==> config.mk <==
export PLATFORM = sky130hd
export DESIGN_NAME = mbx_doorbell_top
export DESIGN_NICKNAME = d
export VERILOG_FILES = /design/src/rtl/mbx_pkg.sv /design/src/rtl/mbx_apb_decode.sv /design/src/rtl/mbx_channel.sv /design/src/rtl/mbx_doorbell_top.sv
export SDC_FILE = /design/constraint.sdc
export NUM_CORES = 1
export LEC_CHECK = 0
export ABC_AREA = 1
export BUFFER_PORTS_ARGS = -buffer_cell sky130_fd_sc_hd__buf_2
export CAP_MARGIN = 25
export CELL_PAD_IN_SITES_DETAIL_PLACEMENT = 0
export CELL_PAD_IN_SITES_GLOBAL_PLACEMENT = 1
export CORE_MARGIN = 2
export CORE_UTILIZATION = 41
export CTS_CLUSTER_SIZE = 16
export DETAILED_ROUTE_END_ITERATION = 8
export HOLD_SLACK_MARGIN = 0.08
export PLACE_DENSITY = 0.91
export SLEW_MARGIN = 25
export SYNTH_ARGS = -nofsm -noshare
export SYNTH_HDL_FRONTEND = slang
export SYNTH_SLANG_ARGS = --single-unit
==> constraint.sdc <==
create_clock -name pclk -period 1.5 [get_ports pclk]
set_input_delay 0.075 -clock pclk [delete_from_list [all_inputs] [get_ports pclk]]
set_output_delay 0.075 -clock pclk [all_outputs]
set_load 0.02 [all_outputs]
==> src/rtl/mbx_pkg.sv <==
package mbx_pkg;
  localparam int MBX_DATA_W = 32;
  localparam logic [4:0] OFF_STATUS = 5'h00;
  localparam logic [4:0] OFF_SET    = 5'h08;
  localparam logic [4:0] OFF_CLEAR  = 5'h10;

  // New pending word: clear first, then set, so a set wins over a clear on the same bit.
  function automatic logic [MBX_DATA_W-1:0] pending_next(
    input logic [MBX_DATA_W-1:0] cur,
    input logic [MBX_DATA_W-1:0] set_mask,
    input logic [MBX_DATA_W-1:0] clr_mask);
    return (cur & ~clr_mask) | set_mask;
  endfunction
endpackage

==> src/rtl/mbx_apb_decode.sv <==
module mbx_apb_decode #(
  parameter int NUM_CH    = 3,
  parameter int DATA_W    = 32,
  parameter int ADDR_W    = 12,
  parameter int WIN_BITS  = 5,
  parameter int SECURE_CH = 2
) (
  input  logic                     pclk,
  input  logic                     presetn,
  input  logic                     psel,
  input  logic                     penable,
  input  logic                     pwrite,
  input  logic [ADDR_W-1:0]        paddr,
  input  logic [2:0]               pprot,
  input  logic [NUM_CH*DATA_W-1:0] pend_flat,
  output logic [NUM_CH-1:0]        set_en,
  output logic [NUM_CH-1:0]        clr_en,
  output logic [DATA_W-1:0]        rdata,
  output logic                     slverr
);
  import mbx_pkg::*;
  localparam int WIN_W = ADDR_W - WIN_BITS;

  logic              access;
  logic [WIN_W-1:0]  win_idx;
  logic [4:0]        win_off;
  logic [NUM_CH-1:0] hit, refused, granted;

  assign access  = psel & penable;
  assign win_idx = paddr[ADDR_W-1:WIN_BITS];
  assign win_off = 5'(paddr[WIN_BITS-1:0]);

  for (genvar c = 0; c < NUM_CH; c++) begin : g_win
    assign hit[c]     = (win_idx == WIN_W'(c));
    assign refused[c] = (c == SECURE_CH) && pprot[1];
    assign granted[c] = access & hit[c] & ~refused[c];
    assign set_en[c]  = granted[c] & pwrite & (win_off == OFF_SET);
    assign clr_en[c]  = granted[c] & pwrite & (win_off == OFF_CLEAR);
  end

  assign slverr = access & |(hit & refused);

  always_comb begin
    rdata = '0;
    for (int c = 0; c < NUM_CH; c++) begin
      if (granted[c] && !pwrite && win_off == OFF_STATUS)
        rdata = pend_flat[c*DATA_W +: DATA_W];
    end
  end

  AST_ERR_IN_ACCESS: assert property (@(posedge pclk) disable iff (!presetn)
    slverr |-> (psel && penable));
  AST_ERR_NO_DATA: assert property (@(posedge pclk) disable iff (!presetn)
    slverr |-> (rdata == '0));
endmodule

==> src/rtl/mbx_channel.sv <==
module mbx_channel #(
  parameter int DATA_W = 32
) (
  input  logic              pclk,
  input  logic              presetn,
  input  logic              set_en,
  input  logic              clr_en,
  input  logic [DATA_W-1:0] wdata,
  output logic [DATA_W-1:0] pending,
  output logic              irq
);
  import mbx_pkg::*;

  logic [DATA_W-1:0] set_mask, clr_mask;
  assign set_mask = set_en ? wdata : '0;
  assign clr_mask = clr_en ? wdata : '0;

  always_ff @(posedge pclk or negedge presetn) begin
    if (!presetn) begin
      pending <= '0;
      irq     <= 1'b0;
    end else begin
      pending <= pending_next(pending, set_mask, clr_mask);
      irq     <= |pending;
    end
  end

  AST_SET_TAKES: assert property (@(posedge pclk) disable iff (!presetn)
    set_en |=> ((pending & $past(wdata)) == $past(wdata)));
  AST_CLR_TAKES: assert property (@(posedge pclk) disable iff (!presetn)
    (clr_en && !set_en) |=> ((pending & $past(wdata)) == '0));
  AST_IDLE_HOLDS: assert property (@(posedge pclk) disable iff (!presetn)
    (!set_en && !clr_en) |=> $stable(pending));
  AST_IRQ_RISE: assert property (@(posedge pclk) disable iff (!presetn)
    (pending != '0) |=> irq);
  AST_IRQ_FALL: assert property (@(posedge pclk) disable iff (!presetn)
    (pending == '0) |=> !irq);
endmodule

==> src/rtl/mbx_doorbell_top.sv <==
module mbx_doorbell_top #(
  parameter int NUM_CH    = 3,
  parameter int DATA_W    = mbx_pkg::MBX_DATA_W,
  parameter int ADDR_W    = 12,
  parameter int WIN_BITS  = 5,
  parameter int SECURE_CH = 2
) (
  input  logic              pclk,
  input  logic              presetn,
  input  logic              psel,
  input  logic              penable,
  input  logic              pwrite,
  input  logic [ADDR_W-1:0] paddr,
  input  logic [DATA_W-1:0] pwdata,
  input  logic [2:0]        pprot,
  output logic [DATA_W-1:0] prdata,
  output logic              pready,
  output logic              pslverr,
  output logic [NUM_CH-1:0] irq
);
  logic [NUM_CH*DATA_W-1:0] pend_flat;
  logic [NUM_CH-1:0]        set_en, clr_en;

  assign pready = 1'b1;

  mbx_apb_decode #(
    .NUM_CH(NUM_CH), .DATA_W(DATA_W), .ADDR_W(ADDR_W),
    .WIN_BITS(WIN_BITS), .SECURE_CH(SECURE_CH)
  ) i_decode (
    .pclk(pclk), .presetn(presetn), .psel(psel), .penable(penable),
    .pwrite(pwrite), .paddr(paddr), .pprot(pprot), .pend_flat(pend_flat),
    .set_en(set_en), .clr_en(clr_en), .rdata(prdata), .slverr(pslverr)
  );

  for (genvar c = 0; c < NUM_CH; c++) begin : g_ch
    mbx_channel #(.DATA_W(DATA_W)) i_chan (
      .pclk(pclk), .presetn(presetn), .set_en(set_en[c]), .clr_en(clr_en[c]),
      .wdata(pwdata), .pending(pend_flat[c*DATA_W +: DATA_W]), .irq(irq[c])
    );
  end

  AST_NS_WRITE_IGNORED: assert property (@(posedge pclk) disable iff (!presetn)
    (pslverr && pwrite) |=> $stable(pend_flat[SECURE_CH*DATA_W +: DATA_W]));
  AST_READY_HIGH: assert property (@(posedge pclk) disable iff (!presetn)
    pready);
  AST_ONE_CHANNEL: assert property (@(posedge pclk) disable iff (!presetn)
    $onehot0(set_en | clr_en));
endmodule

Word level (Yosys, flattened, before mapping):

Index checks and enable logic that the tools add are counted.

* eq/ne operators: 4
* multiplexer cells: 9
* bitwise operators: 26
* reductions and logical operators: 13

Operator list (count)
* two-way mux 32 bit: 9
* bitwise AND 32 bit: 3
* inverter 32 bit: 3
* OR 32 bit: 3
* OR reduction 32 bit: 3
* bitwise AND 1 bit: 15
* == test 7 x 1 -> 1 bit, second input constant: 1
* == test 7 x 2 -> 1 bit, second input constant: 1
* zero test 7 bit: 1
* logical AND 1 bit: 6
* == test 5 x 4 -> 1 bit, second input constant: 1
* == test 5 bit, second input constant: 1
* zero test 5 bit: 1
* bitwise AND 3 bit: 1
* OR reduction 3 bit: 1
* zero test 1 bit: 1
* inverter 1 bit: 1

* register bits: 99
* input bits: 52
* logic and storage cells: 58

Depth between registers and ports, before layout:

Gate-level depths: netlist (run 1).

* depth after elaboration: 9
* mapped depth: 10

By module:

From an unflattened synthesis (run 1), not the netlist that was laid out.

* cells, all modules: 835
* area, all modules: 5979.5 sq um

Modules (own cells, without submodules)
* mbx_channel: instances 3, cells each 182, area an instance 1506.4 sq um
* mbx_apb_decode: instances 1, cells each 287, area an instance 1448.9 sq um
* mbx_doorbell_top: instances 1, cells each 2, area an instance 11.3 sq um

Least setup slack after synthesis (run 1):

Ideal clock, no wire load.

* path kind: input -> output
* start: in paddr[1]
* end: out prdata[30]
* data arrival time: 1.220 ns
* data required time: 1.425 ns
* slack: 0.205 ns
* stages: 9
* path buffers: 2
* path through: nor2_2 -> nand2_1 -> nor2_2 -> buf_4 -> buf_4 -> nand2_1 -> nor2_1 -> nor2_1 -> nor2_1

* longest elaborated chain between the ends: 5

RTL lines
* from (decl): RTL line mbx_doorbell_top.sv:13 `input logic [ADDR_W-1:0] paddr,`
* zero test 5 bit *: RTL line mbx_apb_decode.sv:46 `if (granted[c] && !pwrite && win_off == OFF_STATUS)`
* logical AND 1 bit: RTL line mbx_apb_decode.sv:46
* two-way mux 32 bit (2 in series): RTL line mbx_apb_decode.sv:46
* two-way mux 32 bit *: RTL line mbx_apb_decode.sv:46
* to (decl): RTL line mbx_doorbell_top.sv:16 `output logic [DATA_W-1:0] prdata,`

Every way passes the cells marked *; elsewhere a longest branch is shown, timed or not.

Worst setup path in the final report (run 1):

* start: in pwrite
* end: out prdata[0]

* longest elaborated chain between the ends: 6

RTL lines
* from (decl): RTL line mbx_doorbell_top.sv:12 `input logic pwrite,`
* zero test 1 bit *: RTL line mbx_apb_decode.sv:46
* logical AND 1 bit (2 in series): RTL line mbx_apb_decode.sv:46
* two-way mux 32 bit (2 in series): RTL line mbx_apb_decode.sv:46
* two-way mux 32 bit *: RTL line mbx_apb_decode.sv:46

Marks and branches as above.

==> reports/qor.yml, run 1 <==
critical_path:
  required_ns: 1.42
  crit_path_end_kind: "output port"
  worstPathMaxFanout: 37
  cp.arrival_ns: 1.40
  r2r-start: "g_ch[1].i_chan.pending[29]"
  r2r_end: "g_ch[1].i_chan.irq"
  r2r.worst_path.cells: 3
  path_class: "in -> out"
  startpoint_type: "primary input"
  r2r_slack_ns: 0.11
floorplan:
  fp-row-count: 43
  fp.coreArea_um2: 13900
  die_area_um2: 15300
  fp.dieW_um: 124
  fp.dieH_um: 124
  io_pins: 89
  start_util_pct: 42.1
cts:
  htree_levels: 3
  cts_max_path_buffers: 2
  clock_latency_ns: 0.35
  path_clk_slew_ns: 0.07
  tritoncts: "built"
  clockRootBuffer: "clkbuf_16"
  cts.sinks: 99
  numCtsBuffers: 9
pwr:
  internal-power_mw: 4.40
  switching_share_pct: 22.9
  clockPowerShare_pct: 45.2
  irDropWorstVdd_mv: 0.530
  powerDensity_nw_per_um2: 754
  p_switching_mw: 1.30
  p_seq_share_pct: 46.9
  p_total_mw: 5.70
  p_leak_nw: 4.23
  share_comb_of_total_power_pct: 7.8
route:
  vias: 5984
  totalWireLength_mm: 17.1
  drc_errors: 0
  avgViaCountPerCell: 5.32
  ant_nets: 0
  drt-wirelength-per-cell_um: 15.2
  drtIter0Drc: 383
  dr.pass1.iters: 5
grt:
  first_global_vias: 5714
  grt_max_degree: 53
  grt.total_usage_pct: 23.9
  grt_pass1_wl_mm: 28.6
  antenna_found_initial: 0
  overflow: 0
placed_design:
  dpl-instance-area_um2: 6790
  port_buffers: 85
  dpl_worst_slack_ns: -0.0625
  place_congestion: 0.839
  hpwlAfterDp_mm: 11.7
logic_synthesis:
  synth_edf_count: 0
  synthArstFlopShare_pct: 100
  yosys_warnings: 0
  synth_area_leaders: "dfrtp_1 (42%), nand2_1 (20%), nand4_1 (11%)"
  synthesis.nets: 876
  yosysTopAreaCellShare_pct: 42.2
  synthCells: 824
  ys.flop_type: "dfrtp_1"
  yosys-top-cells-count: "nand2_1 (306), nand4_1 (101), dfrtp_1 (99)"
  yosysUniqueCellTypes: 24
  synth_area_um2: 5860
  synth_most_common_cell: "nand2_1"
  yosys.area.top_type: "dfrtp_1"
  synth-seq-cells: 99
  synth_seq_area_share_pct: 42.2
  avgSynthCellArea_um2: 7.12
timing:
  setup_slack_ns: 0.0243
  hold_viol: 0
  fin_skew_ns: 0.00456
  period_minus_slack_ns: 1.48
  finalCritPeriodShare_pct: 98.4
  finalSetupViolCount: 0
  finalMaxSlewViolations: 0
  rsz0062_at_grt: "yes"
  fmax_ghz: 0.678
  hold_ws_ns: 0.128
cells_and_area:
  fill_cells: 1357
  fin_area_um2: 7560
  synthToLayoutAreaGrowth_pct: 28.9
  nets: 992
  antennaDiodeCount: 0
  drive_gt1_share_pct: 18.7
run:
  maxCapViolCount: 0
worst_hold_path:
  hold_path.class: "in -> async"
status:
  status: "finished clean"
layout by cell type, fill, tap and decap left out, drive strengths merged:
cell type | Yosys | final
nor4 | 23 | 23
bufinv | 0 | 2
conb | 1 | 1
dlygate4sd3 | 0 | 33
clkinv | 0 | 1
o21ai | 32 | 32
clkbuf | 28 | 12
and2 | 2 | 2
clkinvlp | 0 | 1
nand3 | 65 | 65
nor3 | 3 | 3
nor2 | 23 | 23
dfrtp | 99 | 99
inv | 78 | 78
or2 | 32 | 32
buf | 29 | 129
nand4 | 102 | 102
nand2 | 307 | 307
how the worst max path moves through the flow:
stage                     startpoint         end  slack (ns)  cells after the start
after CTS                   paddr[3]  prdata[31]      0.0002                     10
after detailed placement    paddr[1]  prdata[20]       -0.06                     10
final                         pwrite   prdata[0]        0.02                     10
after global placement      paddr[1]  prdata[31]       -0.03                     10
after global routing        paddr[2]   prdata[0]       -0.05                     10
after floorplan             paddr[1]  prdata[30]        0.21                      9
area by class of cell:
type	instances	area (um2)	area share (%)
clock inverter	4	72.6	0.960
inverter	78	293	3.87
sequential	99	2480	32.8
tap	180	225	2.98
timing repair buffer	162	1380	18.3
clock buffer	12	256	3.39
multi-input combinational	590	2850	37.7
critical path, cell delays in order:
cell	delay (ns)
buf_2	0.11
inv_2	0.09
nand2_2	0.07
nor2_4	0.16
nand4_4	0.14
buf_12	0.19
or2_2	0.28
nand2_1	0.06
inv_1	0.04
buf_2	0.15
sequential cells by signal, indices dropped and copies added, names as in the netlist:
signal	cells
g_ch.i_chan.irq	3
g_ch.i_chan.pending	96
what timing repair did:
action / in CTS / in global routing
endpoints found under the hold margin: 195 / 0
resized for setup: 6 / 21
endpoints found under the setup margin: 22 / 27
hold buffers: 33 / 0
pin swaps: 1 / 0
buffers inserted: 0 / 2
power by group through the flow:
| stage | combinational (mW) | clock, mW | sequential [mW] |
|---|---|---|---|
| after CTS | 0.444 | 2.63 | 2.68 |
| after floorplan | 0.106 | 0 | 2.73 |
| after detailed placement | 0.372 | 0 | 2.73 |
| after global placement | 0.367 | 0 | 2.73 |
| after global routing | 0.492 | 2.73 | 2.68 |
| final | 0.447 | 2.58 | 2.68 |
cell families after synthesis:
group	share of synthesized area, %
AND/OR/NAND/NOR	45.1
buffers and inverters	9.88
flip-flops	42.2
AO/OA/AOI/OAI	2.73
other	0.0639
metal layers:
layer / share of wire [%] / track usage, % / vias to the layer above
li1: - / - / 2948
met1: 46 / 33.2 / 2850
met2: 49 / 39.6 / 171
met5: 0 / 0 / -
met3: 4.5 / 2.79 / 15
met4: 1.1 / 6.53 / 0
through the flow:
stage                     utilization (%)  TNS (ns)  instances
after floorplan                         -         0        824
after global placement               48.8    -0.334       1074
after detailed placement             48.8    -0.889       1074
after CTS                            53.6         0       1123
after global routing                 54.3    -0.199       1125
final                                54.3         0       1125
No activity file was read; power rests on OpenSTA's default activity.
==> run 2, diff against run 1 <==
--- a/config.mk
+++ b/config.mk
@@ -5,13 +5,12 @@
 export SDC_FILE = /design/constraint.sdc
 export NUM_CORES = 1
 export LEC_CHECK = 0
-export ABC_AREA = 1
 export BUFFER_PORTS_ARGS = -buffer_cell sky130_fd_sc_hd__buf_2
 export CAP_MARGIN = 25
 export CELL_PAD_IN_SITES_DETAIL_PLACEMENT = 0
 export CELL_PAD_IN_SITES_GLOBAL_PLACEMENT = 1
 export CORE_MARGIN = 2
-export CORE_UTILIZATION = 41
+export CORE_UTILIZATION = 44
 export CTS_CLUSTER_SIZE = 16
 export DETAILED_ROUTE_END_ITERATION = 8
 export HOLD_SLACK_MARGIN = 0.08
==> reports/qor.yml, run 2 <==
cts:
  clockRootBuffer: "clkbuf_16"
  clock_latency_ns: 0.35  # about the same
  cts_max_path_buffers: 2  # unchanged
  path_clk_slew_ns: 0.07  # about the same
  htree_levels: 3  # unchanged
  cts.sinks: 99  # unchanged
  numCtsBuffers: 9  # unchanged
  tritoncts: "built"
logic_synthesis:
  yosys-top-cells-count: "dfrtp_1 (99), a22o_1 (96), nand2_1 (67)"
  synth-seq-cells: 99  # unchanged
  yosys_warnings: 0  # unchanged
  yosys.area.top_type: "dfrtp_1"
  synth_most_common_cell: "dfrtp_1"
  synthCells: 456  # -45%
  yosysTopAreaCellShare_pct: 49.5  # +7.3 points
  synth_edf_count: 0  # unchanged
  synthesis.nets: 508  # -42%
  synth_area_leaders: "dfrtp_1 (50%), a22o_1 (17%), mux2i_1 (6.4%)"
  synth_area_um2: 5000  # -15%
  yosysUniqueCellTypes: 30  # +25%
  avgSynthCellArea_um2: 11.0  # +54%
  synth_seq_area_share_pct: 49.5  # +7.3 points
  synthArstFlopShare_pct: 100  # unchanged
  ys.flop_type: "dfrtp_1"
pwr:
  irDropWorstVdd_mv: 0.593  # +12%
  p_switching_mw: 1.26  # -3.8%
  switching_share_pct: 22.2  # -0.71 points
  powerDensity_nw_per_um2: 758  # +0.51%
  p_leak_nw: 3.27  # -23%
  clockPowerShare_pct: 45.5  # +0.3 points
  internal-power_mw: 4.41  # +0.24%
  p_seq_share_pct: 47.3  # +0.4 points
  share_comb_of_total_power_pct: 7.2  # -0.6 points
  p_total_mw: 5.66  # -0.67%
cells_and_area:
  final_common_cell: "dfrtp_1"
  drive_gt1_share_pct: 34.0  # +15 points
  final_cell_mix: "dfrtp_1 (99), a22o_1 (96), nand2_1 (67), buf_2 (48), buf_4 (40)"
  largest_register: "g_ch.i_chan.pending"
  antennaDiodeCount: 0  # unchanged
  synthToLayoutAreaGrowth_pct: 49.4
  largest_reg_flops: 96  # unchanged
  nets: 653  # -34%
  reg_top3: "g_ch.i_chan.pending (96), g_ch.i_chan.irq (3)"
  utilization_pct: 68.0  # +14 points
timing:
  finalSetupViolCount: 32  # +32
  setup_slack_ns: -0.137  # -0.161 ns
  setup_tns_ns: -3.03  # -3.03 ns
  fmax_ghz: 0.611  # -9.9%
  finalMaxSlewViolations: 0  # unchanged
  fin_skew_ns: 0.00703  # +0.00248 ns
  period_minus_slack_ns: 1.64  # +0.161 ns
  finalCritPeriodShare_pct: 109  # +11 points
  worst_pin_slew_ns: 0.543
  maxSlewHeadroom_pct: 63.8
  hold_viol: 0  # unchanged
  rsz0062_at_grt: "yes"
route:
  ant_nets: 0  # unchanged
  avgViaCountPerCell: 6.22  # +17%
  totalWireLength_mm: 16.7  # -2.3%
  drtIter0Drc: 344  # -10%
  drt-wirelength-per-cell_um: 22.4  # +47%
  vias: 4642  # -22%
  dr.pass1.iters: 5  # unchanged
  drc_errors: 0  # unchanged
critical_path:
  cp.arrival_ns: 1.56  # +0.16 ns
  crit_path_end_kind: "output port"
  path_class: "in -> out"
  required_ns: 1.42  # about the same
  worstPathMaxFanout: 15  # -59%
  startpoint_type: "primary input"
floorplan:
  fp.coreArea_um2: 11000  # -21%
  start_util_pct: 45.5  # +3.4 points
  die_area_um2: 12200  # -20%
  fp-row-count: 38  # -12%
  io_pins: 89  # unchanged
  fp.dieH_um: 111  # -11%
  fp.dieW_um: 111  # -11%
grt:
  first_global_vias: 4743  # -17%
  overflow: 0  # unchanged
  antenna_found_initial: 0  # unchanged
  grt.total_usage_pct: 26.2  # +2.3 points
  grt_max_degree: 100  # +89%
  grt_pass1_wl_mm: 25.5  # -11%
worst_hold_path:
  hold_path.class: "in -> reg"
status:
  status: "finished, violations left"
  violations: "negative setup slack"
placed_design:
  hpwlAfterDp_mm: 9.86  # -16%
  port_buffers: 85  # unchanged
  dpl_worst_slack_ns: -0.184  # -0.122 ns
  place_congestion: 0.832  # -0.80%
run:
  maxCapViolCount: 0  # unchanged
## run 2: cell types whose count changed in the layout (fill, tap and decap cells not counted), sizes merged, moves of 5 or more
cell / change
inv: -76
buf: +10
mux2i: +32
nand2: -240
nand4: -96
o2bb2ai: +32
nor4: +5
or2: -29
nand3: -32
nor2: -21
o21ai: -32
a22o: +96
## run 2: worst paths after layout
check	start	cells after the start	slack, ns	end
setup / recovery	paddr[1]	7	-0.14	prdata[11]
hold / removal	paddr[11]	5	0.30	g_ch[2].i_chan.pending[30]
setup reg to reg	g_ch[0].i_chan.pending[12]	3	0.06	g_ch[0].i_chan.irq
hold reg to reg	g_ch[0].i_chan.pending[13]	1	0.53	g_ch[0].i_chan.pending[13]
max in group asynchronous	presetn	3	0.76	g_ch[0].i_chan.pending[5]
min in group asynchronous	presetn	3	0.31	g_ch[2].i_chan.pending[26]
## run 2: cell families (layout without fill, tap and decap cells)
family          count (synthesis)  in the layout  synth area share [%]
simple gates                  154            154                  16.5
flops                          99             99                  49.5
buf+inv                        42            192                  5.03
compound gates                128            128                  22.4
mux                            32             32                  6.40
other cells                     1              1                0.0750
## run 2: cell type report
type	count	area (um2)
Multi-Input combinational cell	315	2840
Inverter	2	7.51
Tap cell	140	175
Timing Repair Buffer	174	1650
Clock inverter	4	72.6
Fill cell	785	3510
Clock buffer	12	256
Sequential cell	99	2480
## run 2: critical path, stage by stage
cell and delay (ns):
buf_8 0.10, nor4_4 0.29, nand2_1 0.13, or3_4 0.43, buf_12 0.20, o2bb2ai_2 0.16, buf_4 0.16
## run 2: power groups by stage
stage               registers [mW]  logic, mW  clock network (mW)
CTS                           2.68      0.395                2.58
finish                        2.68      0.410                2.58
global route                  2.68      0.441                2.71
global placement              2.73      0.307                   0
floorplan                     2.73     0.0846                   0
detailed placement            2.73      0.317                   0
## run 2: stage by stage
step           instance area (um2)  hold slack [ns]  cells
6_report                      7470            0.299    746
5_1_grt                       7470            0.316    746
4_1_cts                       7200            0.338    744
3_5_place_dp                  5950            0.172    689
3_3_place_gp                  5950            0.166    689
2_1_floorplan                 5080           -0.221    456
## run 2: routing by layer
metal,global-route usage [%],vias to the layer above,wire [um]
met5,0,-,0
met4,8.75,0,405
met3,5.10,33,997
met2,43.6,201,8430
met1,34.4,2361,6860
li1,-,2047,-
## run 2: repair_timing
action                                  in CTS  in global routing
pin swaps                                    4                 18
endpoints found under the setup margin      34                 34
setup buffers                                4                  1
resized for setup                          102                 30
hold endpoints to repair                   195                  0
cloned                                       2                  2
hold buffers                                33                  0
